===== config.mk =====
export PLATFORM = sky130hd
export DESIGN_NAME = dpar_flash_stripe
export DESIGN_NICKNAME = d
export VERILOG_FILES = /design/src/rtl/dpar_flash_stripe.sv
export SDC_FILE = /design/constraint.sdc
export NUM_CORES = 1
export LEC_CHECK = 0
export ABC_AREA = 1
export BUFFER_PORTS_ARGS = -buffer_cell sky130_fd_sc_hd__buf_2
export CORE_UTILIZATION = 40
export CTS_BUF_LIST = sky130_fd_sc_hd__clkbuf_16
export CTS_CLUSTER_SIZE = 24
export DETAILED_ROUTE_END_ITERATION = 6
export PLACE_DENSITY = 0.73
export SYNTH_ARGS = -nofsm -noshare
export SYNTH_HDL_FRONTEND = slang
export SYNTH_SLANG_ARGS = --single-unit

===== constraint.sdc =====
create_clock -name clk -period 1.38 [get_ports clk]
set_input_delay 0.138 -clock clk [delete_from_list [all_inputs] [get_ports clk]]
set_output_delay 0.138 -clock clk [all_outputs]
set_load 0.05 [all_outputs]

===== src/rtl/dpar_flash_stripe.sv =====
module dpar_flash_stripe #(
  parameter int ADDR_W = 32,
  parameter int LEN_W  = 16
) (
  input  logic              clk,
  input  logic              rst_n,
  input  logic              start,
  input  logic [1:0]        cfg_tgt,
  input  logic [1:0]        cfg_wid,
  input  logic              cfg_rd,
  input  logic [ADDR_W-1:0] cfg_addr,
  input  logic [LEN_W-1:0]  cfg_len,
  output logic              done,
  output logic              err,
  input  logic [7:0]        tx_data,
  input  logic              tx_valid,
  output logic              tx_ready,
  output logic [7:0]        rx_data,
  output logic              rx_valid,
  input  logic              rx_ready,
  output logic              sck,
  output logic              cs_n,
  output logic [3:0]        lo_o,
  output logic [3:0]        lo_oe,
  input  logic [3:0]        lo_i,
  output logic [3:0]        up_o,
  output logic [3:0]        up_oe,
  input  logic [3:0]        up_i
);

  localparam logic [1:0] T_MIR = 2'd0, T_LO = 2'd1, T_UP = 2'd2, T_STR = 2'd3;
  localparam logic [1:0] W_1 = 2'd0, W_2 = 2'd1, W_4 = 2'd2;

  typedef enum logic [2:0] {S_IDLE, S_LEAD, S_LOAD, S_SHIFT, S_RXOUT, S_TAIL, S_FIN} st_t;

  st_t              st;
  logic [1:0]       t_tgt, t_wid;
  logic             t_rd;
  logic [LEN_W-1:0] slots;
  logic             ph, half, rxsel, last, err_q;
  logic [2:0]       beat;
  logic [7:0]       sh_lo, sh_hi;
  logic [3:0]       cap_lo, cap_hi;

  function automatic logic [3:0] bits_out(input logic [7:0] s, input logic [1:0] w);
    case (w)
      W_1:     return {3'b000, s[7]};
      W_2:     return {2'b00, s[7:6]};
      default: return s[7:4];
    endcase
  endfunction

  function automatic logic [3:0] lane_mask(input logic [1:0] w);
    case (w)
      W_1:     return 4'b0001;
      W_2:     return 4'b0011;
      default: return 4'b1111;
    endcase
  endfunction

  function automatic logic [7:0] bits_in(input logic [7:0] s, input logic [3:0] c, input logic [1:0] w);
    case (w)
      W_1:     return {s[6:0], c[1]};
      W_2:     return {s[5:0], c[1:0]};
      default: return {s[3:0], c[3:0]};
    endcase
  endfunction

  wire is_str  = (t_tgt == T_STR);
  wire lo_act  = (t_tgt != T_UP);
  wire up_act  = (t_tgt != T_LO);
  wire drv     = (st == S_SHIFT) && !t_rd;

  wire bad_req = (cfg_len == '0) || (cfg_wid == 2'b11) ||
                 ((cfg_tgt == T_STR) && (cfg_addr[0] || cfg_len[0]));
  wire [LEN_W-1:0] slots_in = (cfg_tgt == T_STR) ? (cfg_len >> 1) : cfg_len;

  wire last_beat = (t_wid == W_1) ? (beat == 3'd7) :
                   (t_wid == W_2) ? (beat == 3'd3) : (beat == 3'd1);

  assign sck      = (st == S_SHIFT) && ph;
  assign cs_n     = !((st == S_LEAD) || (st == S_LOAD) || (st == S_SHIFT) ||
                      (st == S_TAIL) || ((st == S_RXOUT) && !last));
  assign lo_oe    = (drv && lo_act) ? lane_mask(t_wid) : 4'b0000;
  assign up_oe    = (drv && up_act) ? lane_mask(t_wid) : 4'b0000;
  assign lo_o     = (drv && lo_act) ? bits_out(sh_lo, t_wid) : 4'b0000;
  assign up_o     = (drv && up_act) ? bits_out(sh_hi, t_wid) : 4'b0000;
  assign tx_ready = (st == S_LOAD);
  assign rx_valid = (st == S_RXOUT);
  assign rx_data  = (is_str ? rxsel : (t_tgt == T_UP)) ? sh_hi : sh_lo;
  assign done     = (st == S_FIN);
  assign err      = err_q;

  always_ff @(posedge clk or negedge rst_n) begin
    if (!rst_n) begin
      st     <= S_IDLE;
      t_tgt  <= T_MIR;
      t_wid  <= W_1;
      t_rd   <= 1'b0;
      slots  <= '0;
      ph     <= 1'b0;
      half   <= 1'b0;
      rxsel  <= 1'b0;
      last   <= 1'b0;
      err_q  <= 1'b0;
      beat   <= 3'd0;
      sh_lo  <= 8'h00;
      sh_hi  <= 8'h00;
      cap_lo <= 4'h0;
      cap_hi <= 4'h0;
    end else begin
      err_q <= 1'b0;
      case (st)
        S_IDLE: if (start) begin
          if (bad_req) err_q <= 1'b1;
          else begin
            t_tgt <= cfg_tgt;
            t_wid <= cfg_wid;
            t_rd  <= cfg_rd;
            slots <= slots_in;
            half  <= 1'b0;
            rxsel <= 1'b0;
            last  <= 1'b0;
            st    <= S_LEAD;
          end
        end
        S_LEAD: begin
          ph   <= 1'b0;
          beat <= 3'd0;
          st   <= t_rd ? S_SHIFT : S_LOAD;
        end
        S_LOAD: if (tx_valid) begin
          if (is_str && !half) begin
            sh_lo <= tx_data;
            half  <= 1'b1;
          end else begin
            if (is_str) sh_hi <= tx_data;
            else begin
              sh_lo <= tx_data;
              sh_hi <= tx_data;
            end
            half <= 1'b0;
            ph   <= 1'b0;
            beat <= 3'd0;
            st   <= S_SHIFT;
          end
        end
        S_SHIFT: begin
          ph <= !ph;
          if (!ph) begin
            cap_lo <= lo_i;
            cap_hi <= up_i;
          end else begin
            sh_lo <= bits_in(sh_lo, cap_lo, t_wid);
            sh_hi <= bits_in(sh_hi, cap_hi, t_wid);
            beat  <= beat + 3'd1;
            if (last_beat) begin
              beat  <= 3'd0;
              slots <= slots - 1'b1;
              if (slots == 1) begin
                last <= 1'b1;
                st   <= S_TAIL;
              end else begin
                st <= t_rd ? S_RXOUT : S_LOAD;
              end
            end
          end
        end
        S_TAIL: st <= t_rd ? S_RXOUT : S_FIN;
        S_RXOUT: if (rx_ready) begin
          if (is_str && !rxsel) rxsel <= 1'b1;
          else begin
            rxsel <= 1'b0;
            ph    <= 1'b0;
            st    <= last ? S_FIN : S_SHIFT;
          end
        end
        S_FIN: st <= S_IDLE;
        default: st <= S_IDLE;
      endcase
    end
  end

  AST_SCK_NEEDS_CS: assert property (@(posedge clk) disable iff (!rst_n) cs_n |-> !sck);
  AST_CS_LEAD: assert property (@(posedge clk) disable iff (!rst_n) $rose(sck) |-> $past(!cs_n));
  AST_DONE_SINGLE: assert property (@(posedge clk) disable iff (!rst_n) done |=> !done);
  AST_DONE_CS_HIGH: assert property (@(posedge clk) disable iff (!rst_n) done |-> cs_n);
  AST_REJECT_QUIET: assert property (@(posedge clk) disable iff (!rst_n) err |-> (cs_n && !sck && !done));
  AST_LO_SILENT: assert property (@(posedge clk) disable iff (!rst_n) (t_tgt == T_UP) |-> (lo_oe == 4'b0000));
  AST_UP_SILENT: assert property (@(posedge clk) disable iff (!rst_n) (t_tgt == T_LO) |-> (up_oe == 4'b0000));
  AST_READ_UNDRIVEN: assert property (@(posedge clk) disable iff (!rst_n) t_rd |-> ((lo_oe | up_oe) == 4'b0000));
  AST_PAIR_WAIT: assert property (@(posedge clk) disable iff (!rst_n) tx_ready |-> !sck);
  AST_RX_HALT: assert property (@(posedge clk) disable iff (!rst_n) rx_valid |-> !sck);
  AST_RX_HOLD: assert property (@(posedge clk) disable iff (!rst_n)
    (rx_valid && !rx_ready) |=> (rx_valid && $stable(rx_data)));

endmodule


==> results_dict.tcl, run 1 <==
set metrics [dict create \
    cp_common_cell "nand2_4" \
    worst-path-stages 12 \
    crit_path_cell_trace "clkinv_4 -> nand2_8 -> nor2_8 -> nand2_2 -> inv_2 -> nand2_4 -> clkinvlp_4 -> nand2_4 -> clkinvlp_4 -> nand2_4 -> o31ai_4 -> buf_6" \
    critPathBufInv 5 \
    critPathKind "flop to output pin" \
    first_pass_iters 5 \
    crit_slowest_cell "dfrtp_2" \
    rsz0062_at_grt "yes" \
    final-max-slew-violation-count 0 \
    grt_pass1_wl_um 24000 \
    final_util_pct 73.0 \
    skew_ps 15.6 \
    start_kind "flop" \
    cp_max_fo 3 \
    viasPerCell 5.74 \
    synth_fp_nets 694 \
    period_share_pct 140 \
    die_x_um 103 \
    synth_most_common_cell "nand2_1" \
    clk_path_buf_depth 2 \
    instances_no_fill 940 \
    wl_per_cell_um 19.2 \
    required_ps 1240 \
    vdd_drop_max_mv 1.30 \
    synth_warnings 0 \
    io_buffers 72 \
    die_h_um 103 \
    final_area_mm2 0.00713 \
    start_util_pct 41.4 \
    dieArea_mm2 0.0105 \
    grt_max_degree 57 \
    syn_inst 617 \
    syn_area_mm2 0.00404 \
    cts_buffers 5 \
    clkSinkCount 56 \
    diodes 0 \
    layout-drive-gt1-share_pct 48.2 \
    status "complete, but fails checks" \
    synth_edf_count 0 \
    violations "negative setup slack" \
    worst_setup_path_startpoint "st[2]$_DFFE_PN0P_" \
    ys_seq_area_share_pct 34.7 \
    drt_iter0_drc 351 \
    synth_top_area_share_pct 34.7 \
    synth_top_cell_by_area "dfrtp_1" \
    power_density_mw_per_mm2 2600 \
    routabilityCongestion 0.898 \
    max_cap_viol_count 0 \
    syn_area_per_cell_um2 6.55 \
    dp_hpwl_um 8790 \
    finalHoldViolations 0 \
    reg2reg_to "last$_DFFE_PN0P_" \
    max_freq_mhz 519 \
    synth.area.top_cells "dfrtp_1 35%, nand2_1 16%, inv_1 7.0%" \
    power.total_uw 18500 \
    r2r_cells 11 \
    insertion_delay_ps 310 \
    worstPathArrival_ps 1790 \
    crit_path_end "up_o[1]" \
    cts-root-buf "clkbuf_16" \
    dp_slack_ps -287 \
    cts_tree "built" \
    path_delay_family "buffers and inverters" \
    synth_commonest_cells "174 x nand2_1, 75 x inv_1, 72 x nor2_1" \
    finalWorstSetupSlack_ps -547 \
    ant_nets 0 \
    period_needed_ps 1930 \
    first_global_vias 5134 \
    rr_startpoint "st[1]$_DFFE_PN0P_" \
    core_mm2 0.00977 \
    critPathMaxStageDelay_ps 450 \
    final_nets 883 \
    wirelength_um 18100 \
    relSlewSlack_pct 68.9 \
    ys.flop_type "dfrtp_1" \
    place_area_mm2 0.00537 \
    ios 104 \
    antenna_found_initial 0 \
    rows 36 \
    hold_path_class "primary input to flop" \
    setup_violations 85 \
    drc 0 \
    tightest_slew_ps 466 \
    clk_pin_slew_worst_paths_ps 90 \
    ys_seq_elements 56 \
    grt_usage_pct 29.7 \
    syn2layout_area_growth_pct 76.4 \
    gr-total-overflow 0 \
    netlist-cell-type-count 34 \
    crit_path_end_kind "output pin" \
    r2r_slack_ps -480 \
    p_leak_uw 0.00352 \
    h-tree-depth 2 \
    placed_cells 884 \
    async_flop_share_pct 100 \
    vias 5398 \
]
[per-stage QoR]
stage                     setup TNS (ps)  hold slack [ps]
after detailed placement          -11200              165
after global routing              -36340             59.6
after CTS                         -25210             65.9
final                             -31720             57.6
after global placement             -9430              166
after floorplan                   -13510             -158
[per-layer routing]
layer,routed length [µm],track usage (%),vias up
met3,1210,6.03,121
met5,0,0,-
met1,6320,32.1,2549
li1,-,-,2378
met2,9320,53.5,350
met4,1220,17.5,0
[cells by family (layout without fill, tap and decap cells)]
family | after synthesis | after routing | synth area share [%]
and+or+nand+nor | 312 | 313 | 33.4
AOI/OAI and AO/OA | 130 | 130 | 17.5
buffers and inverters | 107 | 296 | 11.3
DFF | 56 | 56 | 34.7
muxes | 5 | 5 | 1.39
xor gates and xnor gates | 4 | 4 | 0.866
adders and majority gates | 3 | 3 | 0.928
[cells in the final DEF, fill, tap and decap left out, types with 3 or more instances in the layout]
cell type and count:
o21ai_2 16, mux2_4 5, nand2_1 124, a21oi_4 3, dfrtp_1 52, buf_6 39
o211ai_1 12, ha_1 3, o21ai_0 20, nor2_1 48, o22ai_1 4, buf_8 18
nand2_4 31, clkbuf_16 6, nor2_4 26, buf_2 43, a21oi_2 15, xor2_1 3
nand3_2 5, a21oi_1 21, o21ai_4 9, nor3_1 4, dfrtp_2 4, nand3_1 27
clkinvlp_4 4, inv_1 65, o21ai_1 22, buf_12 14, inv_4 7, buf_4 85
nand4_1 6, inv_2 7, nor2_2 4, nand3_4 5, nand2_2 25
[sequential cells by signal, indices dropped and copies added, names as in the netlist]
register / cells
slots: 16
sh_hi: 8
sh_lo: 8
cap_hi: 4
cap_lo: 4
beat: 3
st: 3
t_tgt: 2
t_wid: 2
err: 1
half: 1
last: 1
ph: 1
rxsel: 1
t_rd: 1
[worst min-delay path by stage]
stage / start / end / slack (ps) / depth (start not counted)
final: up_i[2] / cap_hi[2]$_DFFE_PN0P_ / 60 / 2
after global placement: rst_n / cap_hi[3]$_DFFE_PN0P_ / 170 / 2
after global routing: up_i[3] / cap_hi[3]$_DFFE_PN0P_ / 60 / 2
after floorplan: rst_n / beat[0]$_DFFE_PN0P_ / -160 / 0
after detailed placement: rst_n / cap_hi[3]$_DFFE_PN0P_ / 170 / 2
after CTS: up_i[3] / cap_hi[3]$_DFFE_PN0P_ / 70 / 2
[power breakdown]
group          switching, µW  total (µW)  internal, µW  leakage (µW)
Sequential               885        3280          2400      0.000685
Combinational           7850       13900          6020       0.00277
Clock                    683        1370           690     0.0000708
[repair_timing]
item	in CTS	in global routing
resized for setup	185	148
pin swaps	28	42
endpoints found under the setup margin	82	85
hold endpoints to repair	56	0
cloned	6	3
hold buffers	1	0
setup buffers	29	24
[layout make-up]
cell class / count / area [µm²]
clock inverters: 3 / 25.0
multi-input cells: 455 / 3090
well taps: 133 / 166
inverters: 83 / 348
fillers: 611 / 2640
repair inverters: 1 / 6.26
flip-flops and latches: 56 / 1410
repair buffers: 204 / 1970
clock buffers: 5 / 125
Power figures use the tool's default switching activity.
==> run 2: changes to the inputs <==
- CORE_ASPECT_RATIO: not set -> 1.75
- CORE_MARGIN: not set -> 5
==> run 2 against run 1 <==
- the flow still finishes with violations (negative setup slack)
- clock power is 3% lower
- first-iteration DRC count is 19% lower
- clock-buffer cell count stayed put
- total power is 8.7% lower
- global-route usage is 5.6 points lower
- core utilization is 5.3 points lower
- critical path depth stayed put
- register-to-register slack better by 20 ps
- setup slack better by 88 ps
- worst hold slack worse by 1.8 ps
- sequential power is 4% lower
- via count is 6.8% lower
- largest power group unchanged
==> results_dict.tcl, run 2 (synthesized netlist as in run 1, its figures left out) <==
set metrics [dict create \
    status "complete, but fails checks" \
    violations "negative setup slack" \
    r2r_slack_ps -460 \
    syn2layout_area_growth_pct 65.9 \
    final_util_pct 67.7 \
    crit_slowest_cell "dfrtp_1" \
    dp_hpwl_um 9770 \
    worstPathArrival_ps 2040 \
    ios 104 \
    grt_max_degree 57 \
    holdPathEnd "cap_hi[3]$_DFFE_PN0P_" \
    cp_max_fo 6 \
    critPathMaxStageDelay_ps 410 \
    critPathKind "flop to flop" \
    start_kind "flop" \
    cts_tree "built" \
    cts_buffers 5 \
    fillers 737 \
    setup_violations 85 \
    skew_ps 10.7 \
    io_buffers 72 \
    finalHoldViolations 0 \
    clkSinkCount 56 \
    gr-total-overflow 0 \
    max_cap_viol_count 0 \
    rr_startpoint "st[2]$_DFFE_PN0P_" \
    p_leak_uw 0.00331 \
    die_h_um 143 \
    whs_ps 55.8 \
    hold-path-cell-count 2 \
    period_needed_ps 1840 \
    layout_common_cells "141 x nand2_1, 76 x buf_4, 64 x inv_1, 53 x dfrtp_1" \
    rows 48 \
    instances_no_fill 922 \
    max_freq_mhz 544 \
    antenna_found_initial 0 \
    period_share_pct 133 \
    final_common_cell "nand2_1" \
    vdd_drop_max_mv 1.54 \
    rsz0062_at_grt "yes" \
    first_global_vias 5059 \
    grt_pass1_wl_um 23400 \
    largest_reg_flops 16 \
    h-tree-depth 2 \
    required_ps 1580 \
    ant_nets 0 \
    dieArea_mm2 0.0123 \
    crit_path_cell_trace "clkinv_4 -> nand2_8 -> nor2_8 -> buf_4 -> buf_6 -> buf_6 -> nand2_8 -> nand3_4 -> nor2_4 -> clkinvlp_4 -> nand2_1 -> o21ai_1" \
    viasPerCell 5.46 \
    place_area_mm2 0.00531 \
    path_delay_family "buffers and inverters" \
    routabilityCongestion 0.902 \
    clk_pin_slew_worst_paths_ps 80 \
    critPathBufInv 5 \
    finalWorstSetupSlack_ps -459 \
    drc 0 \
    die_x_um 86.0 \
    drt_iter0_drc 284 \
    grt_usage_pct 24.0 \
    tightest_slew_ps 400 \
    wl_per_cell_um 17.3 \
    core_mm2 0.00991 \
    min-delay-start "up_i[3]" \
    final_area_mm2 0.00671 \
    final-max-slew-violation-count 0 \
    hold_path_class "primary input to flop" \
    relSlewSlack_pct 73.3 \
    crit_path_end_kind "flop" \
    reg2reg_to "sh_hi[6]$_DFFE_PN0P_" \
    wirelength_um 15900 \
    r2r_cells 12 \
    vias 5033 \
    first_pass_iters 7 \
    diodes 0 \
    power_density_mw_per_mm2 2520 \
    layout-drive-gt1-share_pct 43.2 \
    top_regs "slots (16), sh_hi (8), sh_lo (8)" \
    cts-root-buf "clkbuf_16" \
    largest-register "slots" \
    final_nets 873 \
    start_util_pct 40.8 \
    placed_cells 871 \
    fin_tns_setup_ps -29530 \
    clk_path_buf_depth 2 \
    insertion_delay_ps 310 \
]
==> run 2: worst max-delay path by stage <==
stage                 startpoint              endpoint  slack (ps)  cells past startpoint
2_1_floorplan  st[2]$_DFFE_PN0P_               up_o[1]        -620                     12
3_3_place_gp   st[2]$_DFFE_PN0P_      last$_DFFE_PN0P_        -270                      8
6_report       st[2]$_DFFE_PN0P_  sh_hi[6]$_DFFE_PN0P_        -460                     12
3_5_place_dp   st[2]$_DFFE_PN0P_      last$_DFFE_PN0P_        -300                      8
4_1_cts        st[2]$_DFFE_PN0P_               up_o[1]        -440                     12
5_1_grt        st[2]$_DFFE_PN0P_  slots[7]$_DFFE_PN0P_        -540                     15
==> run 2: metal layers <==
metal | GRT usage (%) | vias to the layer above | routed length [µm]
met3 | 3.58 | 77 | 827
li1 | - | 2348 | -
met4 | 15.8 | 0 | 997
met1 | 22.2 | 2365 | 5040
met5 | 0 | - | 0
met2 | 46.8 | 243 | 9040
==> run 2: power breakdown <==
group | internal [µW] | total [µW] | switching (µW)
clock | 688 | 1330 | 646
sequential | 2400 | 3150 | 756
combinational | 5250 | 12400 | 7170
total | 8340 | 16900 | 8570
==> run 2: final cells by class <==
cell class              instances  area, µm²  area share [%]
clock buffers                   5        125            1.86
inverters                      83        348            5.18
clock inverters                 3       25.0           0.373
repair buffers                192       1730            25.7
well taps                     125        156            2.33
flip-flops and latches         56       1410            20.9
repair inverters                1       7.51           0.112
multi-input cells             457       2920            43.5
==> run 2: timing repair <==
item / in CTS / in global routing
setup endpoints to repair: 83 / 85
cloned: 6 / 1
hold endpoints to repair: 56 / 0
resized for setup: 141 / 103
setup buffers: 21 / 19
pin swaps: 29 / 31
hold buffers: 1 / 0
==> run 2: through the flow <==
stage               total power [µW]  worst slack [ps]
floorplan                       8880              -620
global placement               11600              -272
detailed placement             11800              -297
CTS                            15400              -442
global route                   17900              -536
finish                         16900              -459
==> run 3: changes to the inputs <==
- BUFFER_PORTS_ARGS: -buffer_cell sky130_fd_sc_hd__buf_2 -> -buffer_cell sky130_fd_sc_hd__buf_4
==> run 3 against run 2 <==
- the run still ends with negative setup slack left
- critical path type is now flop to output pin
- sequential cell count stayed put
- core utilization is 0.68 points lower
- highest routed layer unchanged
- via count hardly changed
- final cell count is 1.3% lower
- worst hold slack better by 1.6 ps
- die area stayed put
- setup slack worse by 35 ps
- non-clock buffer count is 10 lower
==> results_dict.tcl, run 3 (synthesized netlist as in run 1, its figures left out) <==
set metrics [dict create \
    finalWorstSetupSlack_ps -494 \
    wl_per_cell_um 16.5 \
    drt_iter0_drc 306 \
    status "complete, but fails checks" \
    critPathBufInv 5 \
    r2r_cells 12 \
    ios 104 \
    antenna_found_initial 0 \
    holdPathEnd "cap_hi[3]$_DFFE_PN0P_" \
    finalHoldViolations 0 \
    r2r_slack_ps -440 \
    placed_cells 876 \
    layout_common_cells "147 x nand2_1, 115 x buf_4, 66 x inv_1, 55 x nor2_1, 51 x dfrtp_1" \
    final_area_mm2 0.00664 \
    place_area_mm2 0.00555 \
    layout-drive-gt1-share_pct 40.3 \
    clkSinkCount 56 \
    period_needed_ps 1870 \
    cts_tree "built" \
    die_h_um 143 \
    whs_ps 57.3 \
    critPathKind "flop to output pin" \
    wirelength_um 15100 \
    dieArea_mm2 0.0123 \
    path_delay_family "buffers and inverters" \
    cts_buffers 5 \
    viasPerCell 5.53 \
    syn2layout_area_growth_pct 64.3 \
    hold-path-cell-count 2 \
    largest_reg_flops 16 \
    critPathMaxStageDelay_ps 440 \
    max_cap_viol_count 0 \
    instances_no_fill 910 \
    clk_pin_slew_worst_paths_ps 80 \
    io_buffers 72 \
    drc 0 \
    dp_hpwl_um 10300 \
    cp_max_fo 2 \
    grt_pass1_wl_um 23200 \
    crit_path_cell_trace "clkinv_4 -> nand2_8 -> nor2_8 -> nand2_4 -> inv_4 -> nand2_4 -> clkinvlp_4 -> nand2_4 -> clkinvlp_4 -> nand2_2 -> o31ai_4 -> buf_6" \
    diodes 0 \
    max_freq_mhz 534 \
    grt_max_degree 36 \
    relSlewSlack_pct 66.6 \
    final_nets 861 \
    vdd_drop_max_mv 1.59 \
    routabilityCongestion 0.885 \
    start_kind "flop" \
    required_ps 1240 \
    largest-register "slots" \
    worst-path-stages 12 \
    min-delay-start "up_i[3]" \
    crit_path_end_kind "output pin" \
    p_leak_uw 0.00329 \
    cts-root-buf "clkbuf_16" \
    period_share_pct 136 \
    grt_usage_pct 23.9 \
    tightest_slew_ps 501 \
    violations "negative setup slack" \
    rsz0062_at_grt "yes" \
    first_global_vias 5083 \
    dp_slack_ps -242 \
    start_util_pct 40.8 \
    cp_common_cell "nand2_4" \
    first_pass_iters 6 \
    core_mm2 0.00991 \
    insertion_delay_ps 310 \
    ant_nets 0 \
    power_density_mw_per_mm2 2470 \
    final_common_cell "nand2_1" \
    setup_violations 85 \
    final-max-slew-violation-count 0 \
    die_x_um 86.0 \
    worstPathArrival_ps 1740 \
    crit_slowest_cell "dfrtp_2" \
    rows 48 \
    hold_path_class "primary input to flop" \
    h-tree-depth 2 \
    clk_path_buf_depth 2 \
    skew_ps 9.80 \
    vias 5031 \
    reg2reg_to "beat[0]$_DFFE_PN0P_" \
    gr-total-overflow 0 \
    top_regs "slots (16), sh_hi (8), sh_lo (8)" \
    rr_startpoint "st[2]$_DFFE_PN0P_" \
]
-- run 3: what timing repair did --
| item | CTS | global route |
|---|---|---|
| endpoints found under the hold margin | 32 | 0 |
| pin swaps | 20 | 21 |
| resized for setup | 107 | 64 |
| setup buffers | 21 | 6 |
| setup endpoints to repair | 83 | 85 |
| hold buffers | 1 | 0 |
| cloned | 5 | 1 |
-- run 3: worst max-delay path by stage --
| stage | start | endpoint | slack, ps |
|---|---|---|---|
| after floorplan | st[2]$_DFFE_PN0P_ | up_o[1] | -620 |
| after global placement | st[2]$_DFFE_PN0P_ | st[1]$_DFFE_PN0P_ | -200 |
| after detailed placement | st[2]$_DFFE_PN0P_ | lo_o[0] | -240 |
| after CTS | st[2]$_DFFE_PN0P_ | up_o[1] | -510 |
| after global routing | st[2]$_DFFE_PN0P_ | up_o[1] | -580 |
| final | st[2]$_DFFE_PN0P_ | up_o[1] | -490 |
-- run 3: final cells by class --
cell class | count | area, µm²
timing repair inverter | 1 | 7.51
clock buffer | 5 | 125
inverter | 83 | 343
clock inverter | 3 | 25.0
multi-input combinational | 455 | 2770
tap | 125 | 156
sequential | 56 | 1410
timing repair buffer | 182 | 1800
fill | 754 | 3270
-- run 3: where the power goes --
part           leakage, µW  internal [µW]  switching, µW
sequential        0.000684           2400            792
combinational      0.00253           5100           6780
clock            0.0000708            689            666
total              0.00329           8190           8240
-- run 3: routing by layer --
metal / vias to the layer above / routed length (µm) / GRT usage [%]
li1: 2324 / - / -
met1: 2336 / 4680 / 21.8
met2: 272 / 8410 / 45.8
met3: 99 / 866 / 3.35
met4: 0 / 1090 / 18.3
met5: - / 0 / 0
-- run 3: metrics by stage --
stage	TNS, ps	total power, µW	util (%)
2_1_floorplan	-13510	8880	-
3_3_place_gp	-7410	11900	56.0
3_5_place_dp	-10430	12200	56.0
4_1_cts	-25060	15600	64.8
5_1_grt	-31390	17400	67.0
6_report	-26180	16400	67.0
